==> config.mk <==
export PLATFORM = sky130hd
export DESIGN_NAME = ifill_fetch
export DESIGN_NICKNAME = d
export VERILOG_FILES = /design/src/rtl/ifill_pkg.sv /design/src/rtl/ifill_align.sv /design/src/rtl/ifill_timer.sv /design/src/rtl/ifill_fetch.sv
export SDC_FILE = /design/constraint.sdc
export NUM_CORES = 1
export LEC_CHECK = 0
export BUFFER_PORTS_ARGS = -buffer_cell sky130_fd_sc_hd__buf_2
export CAP_MARGIN = 20
export CORE_AREA = 2 2 70 72
export CTS_CLUSTER_SIZE = 20
export DETAILED_ROUTE_END_ITERATION = 8
export DIE_AREA = 0 0 72 74
export GPL_ROUTABILITY_DRIVEN = 0
export HOLD_SLACK_MARGIN = 0.1
export PLACE_DENSITY = 0.84
export SYNTH_ARGS = -nofsm -noshare
export SYNTH_HDL_FRONTEND = slang
export SYNTH_SLANG_ARGS = --single-unit
==> constraint.sdc <==
create_clock -name clk -period 6.21 [get_ports clk]
set_clock_uncertainty 0.2 [all_clocks]
set_input_delay 0.3105 -clock clk [delete_from_list [all_inputs] [get_ports clk]]
set_output_delay 0.3105 -clock clk [all_outputs]
set_load 0.03 [all_outputs]
==> src/rtl/ifill_pkg.sv <==
package ifill_pkg;

  typedef enum logic [2:0] {
    ST_FETCH,
    ST_BUB,
    ST_XWAIT,
    ST_MWAIT,
    ST_REFILL,
    ST_POST
  } ifill_state_e;

  // Instructions that can be taken from word offset word_off before the
  // end of the aligned block, capped by the fetch width.
  function automatic int unsigned lanes_avail(input int unsigned word_off,
                                              input int unsigned fetch_w,
                                              input int unsigned blk_w);
    int unsigned left;
    left = blk_w - word_off;
    return (left < fetch_w) ? left : fetch_w;
  endfunction

endpackage

==> src/rtl/ifill_align.sv <==
module ifill_align #(
  parameter int AW      = 32,
  parameter int FETCH_W = 4,
  parameter int BLK_W   = 8
) (
  input  logic [AW-1:0]                    addr,
  output logic [$clog2(FETCH_W+1)-1:0]     avail,
  output logic [AW-1:0]                    addr_adv,
  output logic                             blk_end
);
  import ifill_pkg::*;

  localparam int CNTW = $clog2(FETCH_W + 1);
  localparam int OFFW = $clog2(BLK_W);

  logic [OFFW-1:0] word_off;
  logic [31:0]     off_ext;
  logic [31:0]     lanes;

  assign word_off = addr[OFFW+1:2];
  assign off_ext  = {{(32-OFFW){1'b0}}, word_off};
  assign lanes    = lanes_avail(off_ext, FETCH_W, BLK_W);
  assign avail    = lanes[CNTW-1:0];
  assign addr_adv = addr + (AW'(avail) << 2);
  assign blk_end  = (off_ext + lanes) == 32'(BLK_W);

endmodule

==> src/rtl/ifill_timer.sv <==
module ifill_timer #(
  parameter int CW = 4
) (
  input  logic          clk,
  input  logic          rst_n,
  input  logic          load,
  input  logic [CW-1:0] load_val,
  output logic          expire
);
  logic [CW-1:0] cnt_q;

  always_ff @(posedge clk) begin
    if (!rst_n) begin
      cnt_q <= '0;
    end else if (load) begin
      cnt_q <= load_val;
    end else if (cnt_q != '0) begin
      cnt_q <= cnt_q - 1'b1;
    end
  end

  // Last cycle of a window of load_val cycles.
  assign expire = (cnt_q == CW'(1));

endmodule

==> src/rtl/ifill_fetch.sv <==
module ifill_fetch #(
  parameter int          AW             = 32,
  parameter int          FETCH_W        = 4,
  parameter int          BLK_W          = 8,
  parameter int          MISS_LAT_SHORT = 5,
  parameter int          MISS_LAT_LONG  = 6,
  parameter int          POST_BUB_SHORT = 1,
  parameter int          POST_BUB_LONG  = 2,
  parameter int          MISPRED_BUB    = 2,
  parameter int          L2_MISS_EXTRA  = 11,
  parameter logic [31:0] RESET_ADDR     = 32'h0
) (
  input  logic                          clk,
  input  logic                          rst_n,
  input  logic                          redirect_vld,
  input  logic [AW-1:0]                 redirect_pc,
  input  logic                          mispred,
  input  logic                          ic_hit,
  input  logic                          l2_hit,
  input  logic                          fill_first_vld,
  input  logic                          buf_full,
  input  logic                          miss_lat_long,
  input  logic                          post_bub_long,
  output logic [$clog2(FETCH_W+1)-1:0]  add_cnt,
  output logic [AW-1:0]                 add_pc,
  output logic                          l2_req
);
  import ifill_pkg::*;

  localparam int CNTW = $clog2(FETCH_W + 1);
  // Every delay window must be at least one cycle after its trigger cycle,
  // so all loaded values are >= 1 and fit in CW bits.
  localparam int CW   = $clog2(L2_MISS_EXTRA + MISS_LAT_LONG + POST_BUB_LONG + MISPRED_BUB + 1);

  ifill_state_e  state_q, state_d;
  logic [AW-1:0] pc_q, pc_d;

  logic [CNTW-1:0] avail;
  logic [AW-1:0]   pc_adv;
  logic            blk_end;

  // Named internal events, brought out for the checker.
  logic can_take;
  logic ev_mispred;
  logic ev_miss;
  logic ev_hit_grant;
  logic ev_refill_beat;
  logic ev_refill_done;
  logic ev_fill_first;
  logic ev_deliver;

  logic          tmr_load;
  logic [CW-1:0] tmr_val;
  logic          tmr_expire;

  ifill_align #(
    .AW      (AW),
    .FETCH_W (FETCH_W),
    .BLK_W   (BLK_W)
  ) u_align (
    .addr     (pc_q),
    .avail    (avail),
    .addr_adv (pc_adv),
    .blk_end  (blk_end)
  );

  ifill_timer #(
    .CW (CW)
  ) u_timer (
    .clk      (clk),
    .rst_n    (rst_n),
    .load     (tmr_load),
    .load_val (tmr_val),
    .expire   (tmr_expire)
  );

  assign can_take       = !redirect_vld && !buf_full;
  assign ev_mispred     = (state_q == ST_FETCH) && can_take && mispred;
  assign ev_miss        = (state_q == ST_FETCH) && can_take && !mispred && !ic_hit;
  assign ev_hit_grant   = (state_q == ST_FETCH) && can_take && !mispred && ic_hit;
  assign ev_refill_beat = (state_q == ST_REFILL) && can_take;
  assign ev_refill_done = ev_refill_beat && blk_end;
  assign ev_fill_first  = (state_q == ST_XWAIT) && fill_first_vld && !redirect_vld;
  assign ev_deliver     = ev_hit_grant || ev_refill_beat;

  assign add_cnt = ev_deliver ? avail : '0;
  assign add_pc  = pc_q;
  assign l2_req  = ev_miss;

  // One timer serves every fixed-length gap; only one can be open at a time.
  always_comb begin
    tmr_load = 1'b0;
    tmr_val  = '0;
    if (ev_mispred) begin
      tmr_load = 1'b1;
      tmr_val  = CW'(MISPRED_BUB - 1);
    end else if (ev_miss && l2_hit) begin
      tmr_load = 1'b1;
      tmr_val  = miss_lat_long ? CW'(MISS_LAT_LONG - 1) : CW'(MISS_LAT_SHORT - 1);
    end else if (ev_fill_first) begin
      tmr_load = 1'b1;
      tmr_val  = CW'(L2_MISS_EXTRA - 1);
    end else if (ev_refill_done) begin
      tmr_load = 1'b1;
      tmr_val  = post_bub_long ? CW'(POST_BUB_LONG) : CW'(POST_BUB_SHORT);
    end
  end

  always_comb begin
    state_d = state_q;
    pc_d    = pc_q;
    if (redirect_vld) begin
      state_d = ST_FETCH;
      pc_d    = redirect_pc & ~AW'(3);
    end else begin
      case (state_q)
        ST_FETCH: begin
          if (ev_mispred) begin
            state_d = ST_BUB;
          end else if (ev_miss) begin
            state_d = l2_hit ? ST_MWAIT : ST_XWAIT;
          end else if (ev_hit_grant) begin
            pc_d = pc_adv;
          end
        end
        ST_BUB, ST_POST: begin
          if (tmr_expire) state_d = ST_FETCH;
        end
        ST_XWAIT: begin
          if (fill_first_vld) state_d = ST_MWAIT;
        end
        ST_MWAIT: begin
          if (tmr_expire) state_d = ST_REFILL;
        end
        ST_REFILL: begin
          if (ev_refill_beat) pc_d = pc_adv;
          if (ev_refill_done) state_d = ST_POST;
        end
        default: state_d = ST_FETCH;
      endcase
    end
  end

  always_ff @(posedge clk) begin
    if (!rst_n) begin
      state_q <= ST_FETCH;
      pc_q    <= AW'(RESET_ADDR);
    end else begin
      state_q <= state_d;
      pc_q    <= pc_d;
    end
  end

endmodule

==> impl_metrics.ini <==
[status]
status = finished, final reports clean

[logic_synthesis]
yosys_warnings = 0
ys_ff_latch = 38
async_flop_share_pct = 0
post_synth.cell_area_avg_um2 = 7.736
syn-cell-area_um2 = 2452
yosysUniqueCellTypes = 52
syn_inst = 317
ys_seq_area_share_pct = 31.02
synth_edf_count = 0
synth_flop_cell = dfxtp_1

[pwr]
p_clk_share_pct = 25.6
internal_power_uw = 451.4
p_switching_uw = 249.7
p_sw_share_pct = 35.62
p_leak_uw = 0.001248
p_seq_share_pct = 42.8
power.density_nw_per_um2 = 226.8
comb_power_share_pct = 31.7
vdd_drop_max_uv = 124.7

[cells_and_area]
fin_cells = 452
regArea_um2 = 760.7
n_fill_cell = 363
multi_input_area_um2 = 1555
diodes = 0
drive_gt1_share_pct = 22.61
areaGrowthSynthToFinish_pct = 26.07
layout.nets = 444

[sta]
rsz0062_at_grt = no
slew_violations = 0
max_slew_margin_pct = 38.50
max_freq_ghz = 0.3445
min_period_over_period_pct = 46.75
finalSetupTns_ns = 0
min_period_ns = 2.903
hold_violations = 0
setup_viol = 0
tightest_slew_ns = 0.9224

[global_routing]
antenna_found_initial = 0
overflow = 0
grt_pass1_wl_um = 11170
grt_max_degree = 53
grt_pass1_vias = 2468
grt_usage_pct = 26.55

[cts]
ctsHoldBuffers = 21
clock_latency_ns = 0.30
cts_tree = built
cts_max_level = 2
post-cts-setup-buffers = 0
cts_buffer_depth = 2
cts.reportedPaths.clkPinSlew_ns = 0.08
cts_resized = 0
cts.sinks = 38
cts_buffers = 5
root_buffer = clkbuf_8

[floorplanning]
dieHeight_um = 74
ios = 78
dieWidth_um = 72
core-area_um2 = 4598
rows = 25
start_util_pct = 53.33
dieArea_um2 = 5328

[worst_setup_path]
cp.arrival_ns = 2.88
cp.depth = 7
start_kind = flip-flop
path_cells = inv_1 > ha_1 > a21o_1 > a22oi_1 > nor3_1 > a311oi_1 > a211oi_1
worstSetupPathType = reg2reg
slowest_stage = a22oi_1
max_stage_delay_ns = 0.74
required_ns = 6.19
ff2ff_path_depth = 7
path_max_fanout = 11
critical_path_buf_inv_count = 1
crit_family = compound AO/OA/AOI/OAI gates
cp-end-kind = flip-flop

[drt]
via_count = 2673
drtIter0Drc = 108
wl_um = 6799
first_pass_iters = 4
viasPerCell = 5.914
routedWlPerCell_um = 15.04
drt.antenna.violating_nets = 0
drc_errors = 0

[worst_hold_path]
hold_depth = 3
hold_path_class = in2reg

[place]
port_buffers = 73
dp.cells = 423
hpwl_um = 4618

[run]
cap_violations = 0
registers in the layout, indices dropped and copies added (netlist names):
register       flops
add_pc            30
state_q            3
u_timer.cnt_q      5
worst min-delay path: stages:
cell and delay, ns:
buf_2 0.09, o21ai_0 0.06, a21oi_1 0.10
layer usage:
layer	wire, um	GRT usage (%)	vias to the layer above
met1	2859	31.77	1231
li1	-	-	1324
met5	0	0	-
met3	414	5.827	15
met2	3379	45.99	103
met4	146	11.95	0
final cells by class:
cell class / instances / share of cell area, %
clock buffers: 7 / 2.792
flip-flops and latches: 38 / 24.61
well taps: 54 / 2.185
clock inverters: 1 / 0.1619
multi-input cells: 247 / 50.30
repair buffers: 94 / 18.62
inverters: 11 / 1.335
Yosys cell counts, types with 2 or more instances:
master / n / area [um2]
inv_1: 10 / 37.54
nand4_1: 5 / 31.28
nor3b_1: 2 / 15.01
o21ai_1: 2 / 10.01
buf_2: 4 / 20.02
a21o_1: 3 / 22.52
a311oi_1: 5 / 43.79
buf_4: 3 / 22.52
o21a_1: 2 / 15.01
dfxtp_1: 38 / 760.7
a211oi_1: 5 / 37.54
xor2_1: 3 / 26.28
nand2b_1: 4 / 25.02
o2111ai_2: 2 / 30.03
and2_1: 2 / 12.51
and3_1: 11 / 68.82
or3_1: 3 / 18.77
a31oi_1: 2 / 12.51
ha_1: 5 / 62.56
o21ai_0: 32 / 160.2
nor2b_1: 2 / 12.51
nor3_1: 13 / 65.06
a21oi_1: 29 / 145.1
xnor2_1: 20 / 175.2
nor4b_1: 2 / 17.52
clkbuf_1: 14 / 52.55
nor2_1: 18 / 67.56
nor4_1: 7 / 43.79
nor4_2: 3 / 37.54
and4_1: 5 / 43.79
nand3_1: 15 / 75.07
nand2_1: 22 / 82.58
o211ai_1: 5 / 37.54
power by group through the flow:
| stage | logic [uW] | clock network, uW | registers, uW |
|---|---|---|---|
| after floorplan | 137 | 0 | 322 |
| after global placement | 206 | 0 | 303 |
| after detailed placement | 211 | 0 | 305 |
| after CTS | 223 | 183 | 299 |
| after global routing | 248 | 190 | 304 |
| final | 222 | 179 | 300 |
path summary, 6_finish.rpt:
path                           end  slack [ns]        startpoint
setup / recovery        add_pc[15]        3.31         add_pc[2]
hold / removal          add_pc[23]        0.11   redirect_pc[23]
setup reg to reg        add_pc[15]        3.31         add_pc[2]
hold reg to reg   u_timer.cnt_q[1]        0.37  u_timer.cnt_q[1]
kinds of logic after synthesis:
| logic type | after synthesis | synth area share, % |
|---|---|---|
| simple gates | 119 | 27.60 |
| flops | 38 | 31.02 |
| buf+inv | 33 | 5.714 |
| other cells | 1 | 0.1529 |
| xor+xnor | 23 | 8.215 |
| mux | 1 | 0.4082 |
| compound gates | 97 | 24.34 |
| fa+ha+maj | 5 | 2.551 |
stage by stage:
stage / setup WS (ns) / area, um2 / utilization [%] / power [uW] / hold slack, ns
6_report: 3.307 / 3092 / 67.24 / 701.1 / 0.1104
5_1_grt: 3.182 / 3092 / 67.24 / 741.7 / 0.1209
4_1_cts: 3.352 / 3092 / 67.24 / 704.4 / 0.1038
3_5_place_dp: 3.350 / 2790 / 60.68 / 515.5 / 0.3387
3_3_place_gp: 3.369 / 2790 / 60.68 / 508.9 / 0.3316
2_1_floorplan: 3.716 / 2456 / - / 459.0 / 0.2483
layout by cell type, fill, tap and decap left out, types with 13 or more instances in the layout:
cell / n
buf_2: 73
dfxtp_1: 38
o21ai_0: 32
a21oi_1: 29
nand2_1: 22
dlygate4sd3_1: 21
xnor2_1: 20
nor2_1: 18
nand3_1: 15
nor3_1: 13
(Power assumes the default switching activity.)
